<file path="src/rtl/kpad_pkg.sv">
package kpad_pkg;
  typedef enum logic [1:0] {
    KS_IDLE = 2'd0,
    KS_SCAN = 2'd1,
    KS_CONF = 2'd2,
    KS_HELD = 2'd3
  } kscan_st_t;
endpackage

</file>
<file path="src/rtl/kpad_tick.sv">
module kpad_tick #(
  parameter int DIV = 4
) (
  input  logic clk,
  input  logic rst,
  output logic tick_o
);
  localparam int W = (DIV > 1) ? $clog2(DIV) : 1;
  localparam logic [W-1:0] LAST = W'(DIV - 1);

  logic [W-1:0] cnt_q;

  always_ff @(posedge clk) begin
    if (rst)                cnt_q <= '0;
    else if (cnt_q == LAST) cnt_q <= '0;
    else                    cnt_q <= cnt_q + W'(1);
  end

  assign tick_o = (cnt_q == LAST);
endmodule

</file>
<file path="src/rtl/kpad_rowpick.sv">
module kpad_rowpick #(
  parameter int N_ROWS = 4,
  parameter int ROW_W  = 2
) (
  input  logic [N_ROWS-1:0] rows_n_i,
  output logic              hit_o,
  output logic [ROW_W-1:0]  idx_o
);
  // Lowest-numbered low row wins
  always_comb begin
    hit_o = 1'b0;
    idx_o = '0;
    for (int r = N_ROWS - 1; r >= 0; r--) begin
      if (!rows_n_i[r]) begin
        hit_o = 1'b1;
        idx_o = ROW_W'(r);
      end
    end
  end
endmodule

</file>
<file path="src/rtl/kpad_irq.sv">
module kpad_irq (
  input  logic clk,
  input  logic rst,
  input  logic set_i,
  input  logic ack_i,
  output logic irq_o
);
  logic irq_q;

  always_ff @(posedge clk) begin
    if (rst)        irq_q <= 1'b0;
    else if (set_i) irq_q <= 1'b1;
    else if (ack_i) irq_q <= 1'b0;
  end

  assign irq_o = irq_q;

  a_r9_rise_needs_set: assert property (@(posedge clk) disable iff (rst)
    $rose(irq_q) |-> $past(set_i)) else $error("R9 irq rose without acceptance");

  a_r9_hold_until_ack: assert property (@(posedge clk) disable iff (rst)
    (irq_q && !ack_i) |=> irq_q) else $error("R9 irq dropped without ack");
endmodule

</file>
<file path="src/rtl/kpad_scan.sv">
module kpad_scan #(
  parameter int N_ROWS    = 4,
  parameter int N_COLS    = 5,
  parameter int TICK_DIV  = 50000,
  parameter int DEB_TICKS = 10
) (
  input  logic                               clk,
  input  logic                               rst,
  input  logic [N_ROWS-1:0]                  row_n_i,
  input  logic                               irq_ack_i,
  output logic [N_COLS-1:0]                  col_n_o,
  output logic [$clog2(N_ROWS*N_COLS)-1:0]   code_o,
  output logic                               code_vld_o,
  output logic                               held_o,
  output logic                               irq_o
);
  import kpad_pkg::*;

  localparam int ROW_W  = (N_ROWS > 1) ? $clog2(N_ROWS) : 1;
  localparam int POS_W  = (N_COLS > 1) ? $clog2(N_COLS) : 1;
  localparam int CODE_W = $clog2(N_ROWS * N_COLS);
  localparam int DEB_W  = $clog2(DEB_TICKS + 1);
  localparam int N_KEYS = N_ROWS * N_COLS;
  localparam logic [POS_W-1:0] LAST_POS = POS_W'(N_COLS - 1);
  localparam logic [DEB_W-1:0] DEB_LAST = DEB_W'(DEB_TICKS - 1);

  // Column position p drives output bit N_COLS-1-p low
  function automatic logic [N_COLS-1:0] col_mask(input logic [POS_W-1:0] p);
    logic [N_COLS-1:0] m;
    for (int i = 0; i < N_COLS; i++) m[i] = (i != (N_COLS - 1 - int'(p)));
    return m;
  endfunction

  logic [N_ROWS-1:0] row_s1, row_s2;
  always_ff @(posedge clk) begin
    if (rst) begin
      row_s1 <= '1;
      row_s2 <= '1;
    end else begin
      row_s1 <= row_n_i;
      row_s2 <= row_s1;
    end
  end

  logic tick;
  kpad_tick #(.DIV(TICK_DIV)) u_tick (.clk(clk), .rst(rst), .tick_o(tick));

  logic             hit;
  logic [ROW_W-1:0] pick_idx;
  kpad_rowpick #(.N_ROWS(N_ROWS), .ROW_W(ROW_W)) u_pick (
    .rows_n_i(row_s2), .hit_o(hit), .idx_o(pick_idx));

  kscan_st_t         st_q;
  logic [POS_W-1:0]  pos_q;
  logic [ROW_W-1:0]  row_q;
  logic [DEB_W-1:0]  deb_q;
  logic [N_COLS-1:0] col_q;
  logic [CODE_W-1:0] code_q;
  logic              vld_q, held_q;
  logic              same_key, accept;

  assign same_key = hit && (pick_idx == row_q);
  assign accept   = (st_q == KS_CONF) && tick && same_key && (deb_q == DEB_LAST);

  always_ff @(posedge clk) begin
    if (rst) begin
      st_q   <= KS_IDLE;
      pos_q  <= '0;
      row_q  <= '0;
      deb_q  <= '0;
      col_q  <= '1;
      code_q <= '0;
      vld_q  <= 1'b0;
      held_q <= 1'b0;
    end else begin
      vld_q <= 1'b0;
      case (st_q)
        KS_IDLE: begin
          col_q <= '0;
          if (tick && hit) begin
            st_q  <= KS_SCAN;
            pos_q <= '0;
            col_q <= col_mask('0);
          end
        end
        KS_SCAN: if (tick) begin
          if (hit) begin
            st_q  <= KS_CONF;
            row_q <= pick_idx;
            deb_q <= DEB_W'(1);
          end else if (pos_q == LAST_POS) begin
            st_q  <= KS_IDLE;
            col_q <= '0;
          end else begin
            pos_q <= pos_q + POS_W'(1);
            col_q <= col_mask(pos_q + POS_W'(1));
          end
        end
        KS_CONF: if (tick) begin
          if (accept) begin
            vld_q  <= 1'b1;
            code_q <= CODE_W'(int'(row_q) * N_COLS + int'(pos_q));
            held_q <= 1'b1;
            deb_q  <= '0;
            col_q  <= '0;
            st_q   <= KS_HELD;
          end else if (same_key) begin
            deb_q <= deb_q + DEB_W'(1);
          end else begin
            st_q  <= KS_IDLE;
            col_q <= '0;
          end
        end
        KS_HELD: if (tick) begin
          if (hit) begin
            deb_q <= '0;
          end else if (deb_q == DEB_LAST) begin
            st_q   <= KS_IDLE;
            held_q <= 1'b0;
          end else begin
            deb_q <= deb_q + DEB_W'(1);
          end
        end
        default: st_q <= KS_IDLE;
      endcase
    end
  end

  kpad_irq u_irq (.clk(clk), .rst(rst), .set_i(accept), .ack_i(irq_ack_i), .irq_o(irq_o));

  assign col_n_o    = col_q;
  assign code_o     = code_q;
  assign code_vld_o = vld_q;
  assign held_o     = held_q;

  a_r3_col_pattern: assert property (@(posedge clk) disable iff (rst)
    ($countones(~col_n_o) <= 1) || (col_n_o == '0)) else $error("R3 bad column pattern");

  a_r2_held_cols_low: assert property (@(posedge clk) disable iff (rst)
    held_o |-> (col_n_o == '0)) else $error("R2 columns not low while held");

  a_r4_code_range: assert property (@(posedge clk) disable iff (rst)
    code_vld_o |-> (int'(code_o) < N_KEYS)) else $error("R4 code out of range");

  a_r6_single_pulse: assert property (@(posedge clk) disable iff (rst)
    code_vld_o |=> !code_vld_o) else $error("R6 strobe longer than one cycle");

  a_r8_no_code_while_held: assert property (@(posedge clk) disable iff (rst)
    code_vld_o |-> !$past(held_o)) else $error("R8 code issued while held");

  a_r9_irq_with_code: assert property (@(posedge clk) disable iff (rst)
    code_vld_o |-> irq_o) else $error("R9 irq missing with code");
endmodule

</file>
<file path="config.mk">
export PLATFORM = sky130hd
export DESIGN_NAME = kpad_scan
export DESIGN_NICKNAME = d
export VERILOG_FILES = /design/src/rtl/kpad_pkg.sv /design/src/rtl/kpad_tick.sv /design/src/rtl/kpad_rowpick.sv /design/src/rtl/kpad_irq.sv /design/src/rtl/kpad_scan.sv
export SDC_FILE = /design/constraint.sdc
export NUM_CORES = 1
export LEC_CHECK = 0
export BUFFER_PORTS_ARGS = -buffer_cell sky130_fd_sc_hd__buf_4
export CORE_MARGIN = 2
export CORE_UTILIZATION = 50
export DETAILED_ROUTE_END_ITERATION = 10
export GPL_TIMING_DRIVEN = 1
export MAX_ROUTING_LAYER = met4
export PLACE_DENSITY = 0.69
export SLEW_MARGIN = 40
export SYNTH_ARGS = -nofsm -noshare
export SYNTH_HDL_FRONTEND = slang
export SYNTH_SLANG_ARGS = --single-unit
</file>
<file path="constraint.sdc">
create_clock -name clk -period 4.11 [get_ports clk]
set_input_delay 0.6165 -clock clk [delete_from_list [all_inputs] [get_ports clk]]
set_output_delay 0.6165 -clock clk [all_outputs]
set_load 0.05 [all_outputs]
</file>
# Yosys cells after proc, flatten, opt, wreduce, memory -nomap -nowiden
# Index checks and enable logic that the tools add are counted.
# Widths: inputs -> output; s select.
[totals]
elab_cells = 116
out_inout_bits = 13
inputBits = 7
ff_bits = 48
[classes]
n_eq_ne = 25
add_sub_neg = 5
n_bitwise = 2
muxes = 50
n_reduce_logical = 21
multipliers = 1
[ops]
columns = ["cell", "count"]
rows = [
  ["$mux 4", 9],
  ["$reduce_bool 32->1", 1],
  ["$mux 5", 6],
  ["$mux 2", 14],
  ["$ne 2x2->1 const B", 10],
  ["$add 16x1->16 const B", 1],
  ["$eq 16x16->1 const B", 1],
  ["$pmux 5 s3", 1],
  ["$mux 1", 12],
  ["$mux 3", 4],
  ["$ne 3x3->1 const B", 4],
  ["$pmux 4 s3", 1],
  ["$reduce_and 5->1", 2],
  ["$ne 3x4->1 const A", 2],
  ["$pmux 2 s4", 1],
  ["$reduce_and 8->1", 1],
  ["$reduce_and 7->1", 1],
  ["$pmux 3 s2", 1],
  ["$reduce_and 3->1", 2],
  ["$reduce_and 6->1", 1],
  ["$reduce_bool 2->1", 3],
  ["$reduce_bool 3->1", 2],
  ["$add 5x3->5", 1],
  ["$logic_and 1x1->1", 5],
  ["16 further kinds", 18],
]

# Depth between registers and ports, before layout
# Gate-level depths: netlist (run 1).
[depth]
ltp_word = 11
mapped_depth = 9
mapped_depth_nobuf = 8

# Modules after synthesis
# A second synthesis (run 1) with hierarchy kept.
[hier_totals]
cells_unflattened = 270
area_unflattened_um2 = 2511.2
[modules_own_cells]
columns = ["mod", "area_each_um2", "instances", "seq_area_each_um2", "cells_per_inst"]
rows = [
  ["kpad_scan", 1721.7, 1, 620.6, 181],
  ["kpad_tick", 721.9, 1, 320.3, 80],
  ["kpad_irq", 38.8, 1, 20.0, 4],
  ["kpad_rowpick", 28.8, 1, 0.0, 5],
]

# Worst setup path before layout (run 1)
# Ideal clock, no wire load.
[synth_timing]
path_kind = "flip-flop to flip-flop"
start = "register u_tick.cnt_q[0]"
end = "register st_q[0]"
required_time_ns = 4.023
path_stages_with_launch = 9
setup_ns = 0.087
t_arrival_ns = 2.006
slack_ns = 2.017
cell_sequence = "dfxtp_1 -> ha_1 -> nand3_2 -> nor4b_4 -> o2111a_1 -> buf_4 -> nor2_1 -> or4_1 -> o31ai_1"
[synth_between]
elab_chain_cells = 7
word_cells_on_any_way = 14
classes_between = "eq/ne (6); mux (3); reduce/logical (5)"
[synth_rtl]
columns = ["element", "line_no", "source"]
rows = [
  ["start: declaration", "kpad_tick.sv:11", "logic [W-1:0] cnt_q;"],
  ["start signal: assignment", "kpad_tick.sv:16", "else cnt_q <= cnt_q + W'(1);"],
  ["$eq 16x16->1 *", "kpad_tick.sv:19", "assign tick_o = (cnt_q == LAST);"],
  ["$logic_and 1x1->1 (3 in a row)", "kpad_scan.sv:63", "assign accept = (st_q == KS_CONF) && tick && same_key && (deb_q == DEB_LAST);"],
  ["$mux 2", "kpad_scan.sv:100", "if (accept) begin"],
  ["$mux 2", "kpad_scan.sv:99", "KS_CONF: if (tick) begin"],
  ["$pmux 2 s4", "kpad_scan.sv:77", "case (st_q)"],
  ["end signal: assignment", "kpad_scan.sv:67", "st_q <= KS_IDLE;"],
  ["end signal: assignment", "kpad_scan.sv:81", "st_q <= KS_SCAN;"],
  ["end signal: assignment", "kpad_scan.sv:106", "st_q <= KS_HELD;"],
  ["end: declaration", "kpad_scan.sv:53", "kscan_st_t st_q;"],
]
# Every way passes the cells marked *; elsewhere a longest branch is shown, timed or not. The select of a mux whose other input is x is not followed.
# A chain may end at the register's enable or synchronous reset.

# Worst setup path after layout (run 1)
[layout_timing]
start = "register u_tick.cnt_q[0]"
end = "register st_q[1]"
# The elaborated chain is that of the path after synthesis.

==> qor.yml, run 1 <==
status: "completed"
crit_required_ps: 4330
clk_path_buf_depth: 2
pwr-share-seq_pct: 54.2
r2r-end: "st_q[1]"
ir_drop_uv: 255.2
synth.most_common_cell: "dfxtp_1"
start_util_pct: 52.37
grt_pass1_vias: 1680
yosysTopAreaCell: "dfxtp_1"
cts_hold_buf: 0
track_usage_pct: 18.04
hold_end: "row_s2[3]"
post_cts_resize_count: 0
maxSlewHeadroom_pct: 48.94
nFillCells: 456
fmax_mhz: 398.0
place_inst: 353
r2r-start: "u_tick.cnt_q[0]"
fin_skew_ps: 4.692
gp_congestion: 0.7943
drive_above_1_share_pct: 14.29
die_area_mm2: 0.005560
routed_wl_um: 4518
worst_pin_slew_ps: 762.6
final_cells: 361
p_int_uw: 670.3
overflow: 0
synthDominantCellAreaShare_pct: 38.59
drtIter0Drc: 89
post_cts_buffers: 0
io_pins: 20
clkSlewWorstSetupHoldPaths_ps: 80
rows: 25
synthCells: 275
rr_worst_depth: 7
finalHoldViolCount: 0
crit_type: "reg -> reg"
place_hpwl_um: 3275
dieHeight_um: 74.57
fin_crit_ps: 2513
min_from: "row_s1[3]"
insertion_delay_ps: 290
io_buffer_count: 19
area_delta_synth_final_pct: 11.36
crit_arrival_ps: 2740
ff2ff_setup_slack_ps: 1600
synth_edf_count: 0
yosys_warnings: 0
p_leak_uw: 0.001131
crit_path_end_kind: "flip-flop"
setup_viol: 0
core_mm2: 0.004755
synth.top_cells.by_count: "dfxtp_1, nor2_1, ha_1"
vias: 1912
drtAntennaViolNets: 0
fin_area_mm2: 0.002773
firstDrtPassIters: 4
slew_violations: 0
yosysSeqAreaShare_pct: 38.59
ys_types: 49
ys.flop_type: "dfxtp_1"
cts_tree: "built"
diodes: 0
p_switching_uw: 242.2
grt_start_max_net_pins: 38
placed_area_mm2: 0.002683
cap_viol_max_count: 0
crit_fanout: 11
yosys-top-cells-area: "dfxtp_1, ha_1, nor2_1"
worstHoldPathCells: 1
viasPerCell: 5.296
startpoint_type: "flip-flop"
rsz0062_at_grt: "no"
wire_per_inst_um: 12.52
cts_buffers: 5
nNetsFinal: 321
final.setup.tns_ps: 0
p_clk_share_pct: 30.5
drc: 0
cts_max_level: 2
syn_area_per_cell_um2: 9.054
clock_sinks: 48
post-route-period-util_pct: 61.14
grt_pass1_wl_um: 7555
async_flop_share_pct: 0
die_w_um: 74.57
switching_share_pct: 26.54
combinationalPowerShare_pct: 15.3
syn-num-nets: 303
netlist_area_mm2: 0.002490
holdCritPathClass: "reg -> reg"
synth_seq_cells: 48
cts_root_buf: "clkbuf_8"
powerDensity_mw_per_mm2: 329.1
antenna_found_initial: 0
-- area by class of cell --
cell class / count / area [µm²] / area share [%]
multi-input combinational: 207 / 1450 / 52.30
sequential: 48 / 960.9 / 34.66
timing repair buffer: 19 / 142.6 / 5.144
clock buffer: 8 / 90.09 / 3.249
tap: 67 / 83.83 / 3.023
inverter: 12 / 45.04 / 1.625
-- stage by stage --
step | power, µW | hold WS [ps] | utilization (%) | worst slack [ps]
floorplan | 608.8 | 389.5 | - | 2017
global placement | 640.6 | 391.7 | 56.42 | 1684
detailed placement | 644.4 | 397.5 | 56.42 | 1638
CTS | 924.2 | 416.9 | 58.32 | 1607
global route | 957.1 | 428.6 | 58.32 | 1410
finish | 912.5 | 414.2 | 58.32 | 1597
-- logic make-up (layout without fill, tap and decap cells) --
family / count (synthesis) / count (layout) / synth area share (%)
and+or+nand+nor: 115 / 115 / 24.97
DFF: 48 / 48 / 38.59
AOI/OAI and AO/OA: 45 / 45 / 12.71
adders and majority gates: 21 / 21 / 10.85
buffers and inverters: 20 / 39 / 3.166
xor gates and xnor gates: 15 / 15 / 5.277
muxes: 11 / 11 / 4.422
-- placed cells by master (no fill, tap or decap), drive strengths merged, types with 5 or more instances in the layout --
master	netlist	layout
nand2	16	16
a21oi	14	14
mux2i	11	11
inv	12	12
nor2	39	39
xnor2	8	8
dfxtp	48	48
o21ai	5	5
nand3	13	13
nor3	5	5
ha	20	20
or2	9	9
buf	1	19
clkbuf	7	8
xor2	7	7
-- routing by layer --
| metal | vias to the layer above | part of all wire (%) | track usage, % |
|---|---|---|---|
| met4 | 0 | 1.1 | 5.357 |
| met5 | - | 0 | - |
| li1 | 1000 | - | - |
| met3 | 5 | 3.9 | 4.201 |
| met1 | 876 | 50 | 23.38 |
| met2 | 31 | 45 | 28.02 |
-- registers in the layout, summed over array words and instances (netlist names) --
name and count:
row_q 2, col_n_o 5, held_o 1, row_s2 4, deb_q 4, u_tick.cnt_q 16, code_o 5, row_s1 4
st_q 2, code_vld_o 1, u_irq.irq_o 1, pos_q 3
-- worst max-delay path, cell delays in order, from the launching register on --
cell and delay (ps):
dfxtp_1 370, ha_1 220, nand3_2 180, nor4b_4 500, o2111a_1 560, a21oi_1 60
or4_1 410, a21oi_1 150
-- worst max path at each step --
stage / start / slack [ps] / to
6_report: u_tick.cnt_q[0] / 1600 / st_q[1]
3_5_place_dp: u_tick.cnt_q[0] / 1640 / st_q[1]
5_1_grt: u_tick.cnt_q[0] / 1410 / st_q[1]
2_1_floorplan: u_tick.cnt_q[0] / 2020 / st_q[0]
4_1_cts: u_tick.cnt_q[0] / 1610 / st_q[1]
3_3_place_gp: u_tick.cnt_q[0] / 1680 / st_q[1]
-- power groups by stage --
stage          Combinational (µW)  Clock (µW)  Sequential [µW]
2_1_floorplan                77.0           0              532
3_3_place_gp                  136           0              505
3_5_place_dp                  139           0              506
4_1_cts                       139         291              495
5_1_grt                       151         308              497
6_report                      139         279              495
(Power assumes the default switching activity.)
==> inputs of run 2 (changes only) <==
- ABC_AREA: default -> 1
- clock period: 4.11 -> 2.35 ns (I/O delays scaled with it)
==> qor.yml, run 2 <==
post_cts_buffers: 0
layout_common_cells: "nand2_1, nor2_1, dfxtp_1"
rows: 26
diodes: 0
ys.flop_type: "dfxtp_1"
dieHeight_um: 76.04
cts_buffers: 5
die_w_um: 76.04
start_util_pct: 51.46
post_cts_resize_count: 0
area_delta_synth_final_pct: 11.91
r2r-start: "st_q[1]"
cts_tree: "built"
die_area_mm2: 0.005782
grt_pass1_wl_um: 9459
crit_arrival_ps: 2120
core_mm2: 0.005042
clkSlewWorstSetupHoldPaths_ps: 90
routed_wl_um: 5193
track_usage_pct: 20.27
rsz0062_at_grt: "no"
drc: 0
final.setup.tns_ps: 0
synth_edf_count: 0
synthDominantCellAreaShare_pct: 37.03
status: "completed"
clk_path_buf_depth: 2
fin_crit_ps: 1866
powerDensity_mw_per_mm2: 491.2
fmax_mhz: 535.8
largest_reg_flops: 16
worst_pin_slew_ps: 570.7
io_pins: 20
grt_pass1_vias: 2167
maxSlewHeadroom_pct: 61.86
p_leak_uw: 0.001302
overflow: 0
drtIter0Drc: 183
synthCells: 362
synth.top_cells.by_count: "nand2_1, nor2_1, dfxtp_1"
gp_congestion: 0.8228
crit_path_end_kind: "flip-flop"
synth.most_common_cell: "nand2_1"
hold_end: "row_s1[1]"
rr_worst_depth: 8
final_common_cell: "nand2_1"
holdCritPathClass: "in -> reg"
drtAntennaViolNets: 0
holdWs_ps: 226.2
ys_types: 34
vias: 2291
min_from: "row_n_i[1]"
netlist_area_mm2: 0.002595
nNetsFinal: 412
yosys-top-cells-area: "dfxtp_1, nand2_1, ha_1"
cap_viol_max_count: 0
yosysSeqAreaShare_pct: 37.03
fin_area_mm2: 0.002904
viasPerCell: 5.035
setup_viol: 0
grt_start_max_net_pins: 18
yosys_warnings: 0
syn_area_per_cell_um2: 7.168
crit_type: "reg -> reg"
finalHoldViolCount: 0
io_buffer_count: 19
crit_required_ps: 2600
insertion_delay_ps: 300
cts_hold_buf: 0
async_flop_share_pct: 0
synth_seq_cells: 48
crit_fanout: 8
startpoint_type: "flip-flop"
regMostFlops: "u_tick.cnt_q"
antenna_found_initial: 0
wire_per_inst_um: 11.41
ir_drop_uv: 401.4
placed_area_mm2: 0.002811
slew_violations: 0
ff2ff_setup_slack_ps: 480
place_inst: 447
post-route-period-util_pct: 79.42
cts_root_buf: "clkbuf_8"
cts_max_level: 2
yosysTopAreaCell: "dfxtp_1"
worstHoldPathCells: 2
syn-num-nets: 390
firstDrtPassIters: 4
drive_above_1_share_pct: 15.06
r2r-end: "col_n_o[0]"
place_hpwl_um: 3858
clock_sinks: 48
fin_skew_ps: 8.749
final_cells: 455
==> run 2: cell types whose count changed in the layout (fill, tap and decap cells not counted), moves of 9 or more <==
cell,previous run,this run
o21ai_0,5,21
inv_1,12,39
a21oi_1,14,27
mux2i_1,11,0
nand3_1,12,21
nand2_1,16,74
nor2_1,39,49
==> run 2: cell families after synthesis <==
logic type                 synth area share (%)
and+or+nand+nor                           33.56
AOI/OAI and AO/OA                         11.28
buffers and inverters                     7.039
DFF                                       37.03
adders and majority gates                 10.41
xor gates and xnor gates                 0.6751
==> run 2: layer usage <==
metal	GRT usage, %	wire [µm]	vias to the layer above
met5	-	0	-
met4	6.000	53	0
met3	3.555	175	4
met2	31.87	2309	33
met1	27.01	2654	1047
li1	-	-	1207
==> run 2: worst max path at each step <==
stage	start	to	slack (ps)	cells past startpoint
after global placement	u_tick.cnt_q[0]	deb_q[2]	500	10
after global routing	u_tick.cnt_q[0]	held_o	260	10
final	st_q[1]	col_n_o[0]	480	8
after floorplan	row_q[1]	code_o[2]	770	5
after CTS	st_q[1]	col_n_o[0]	490	8
after detailed placement	st_q[1]	col_n_o[0]	490	8
==> run 2: layout make-up <==
class,instances,area [µm²]
tap,70,87.58
timing repair buffer,20,150.1
inverter,43,161.4
clock inverter,2,10.01
sequential,48,960.9
multi-input combinational,266,1451
fill,502,2138
clock buffer,6,82.58
==> run 2: power breakdown <==
group	switching (µW)	total [µW]	internal, µW	leakage, µW
Sequential	7.91	836	828	0.000391
Combinational	55.3	84.4	29.1	0.000860
Clock	271	506	235	0.0000510
==> run 2: per-stage QoR <==
| step | total power (µW) | utilization [%] | worst slack (ps) |
|---|---|---|---|
| 2_1_floorplan | 910.3 | - | 772.5 |
| 3_3_place_gp | 937.7 | 55.76 | 498.5 |
| 3_5_place_dp | 939.2 | 55.76 | 494.6 |
| 4_1_cts | 1445 | 57.59 | 490.0 |
| 5_1_grt | 1488 | 57.59 | 261.1 |
| 6_report | 1426 | 57.59 | 483.7 |
==> run 2: worst max-delay path, cell delays in order, from the launching register on <==
cell     delay (ps)
dfxtp_1         340
inv_1           120
ha_1            360
inv_1           180
nor3_1          370
inv_1           130
a21oi_1         150
o21ai_0          90
nand2_1          80
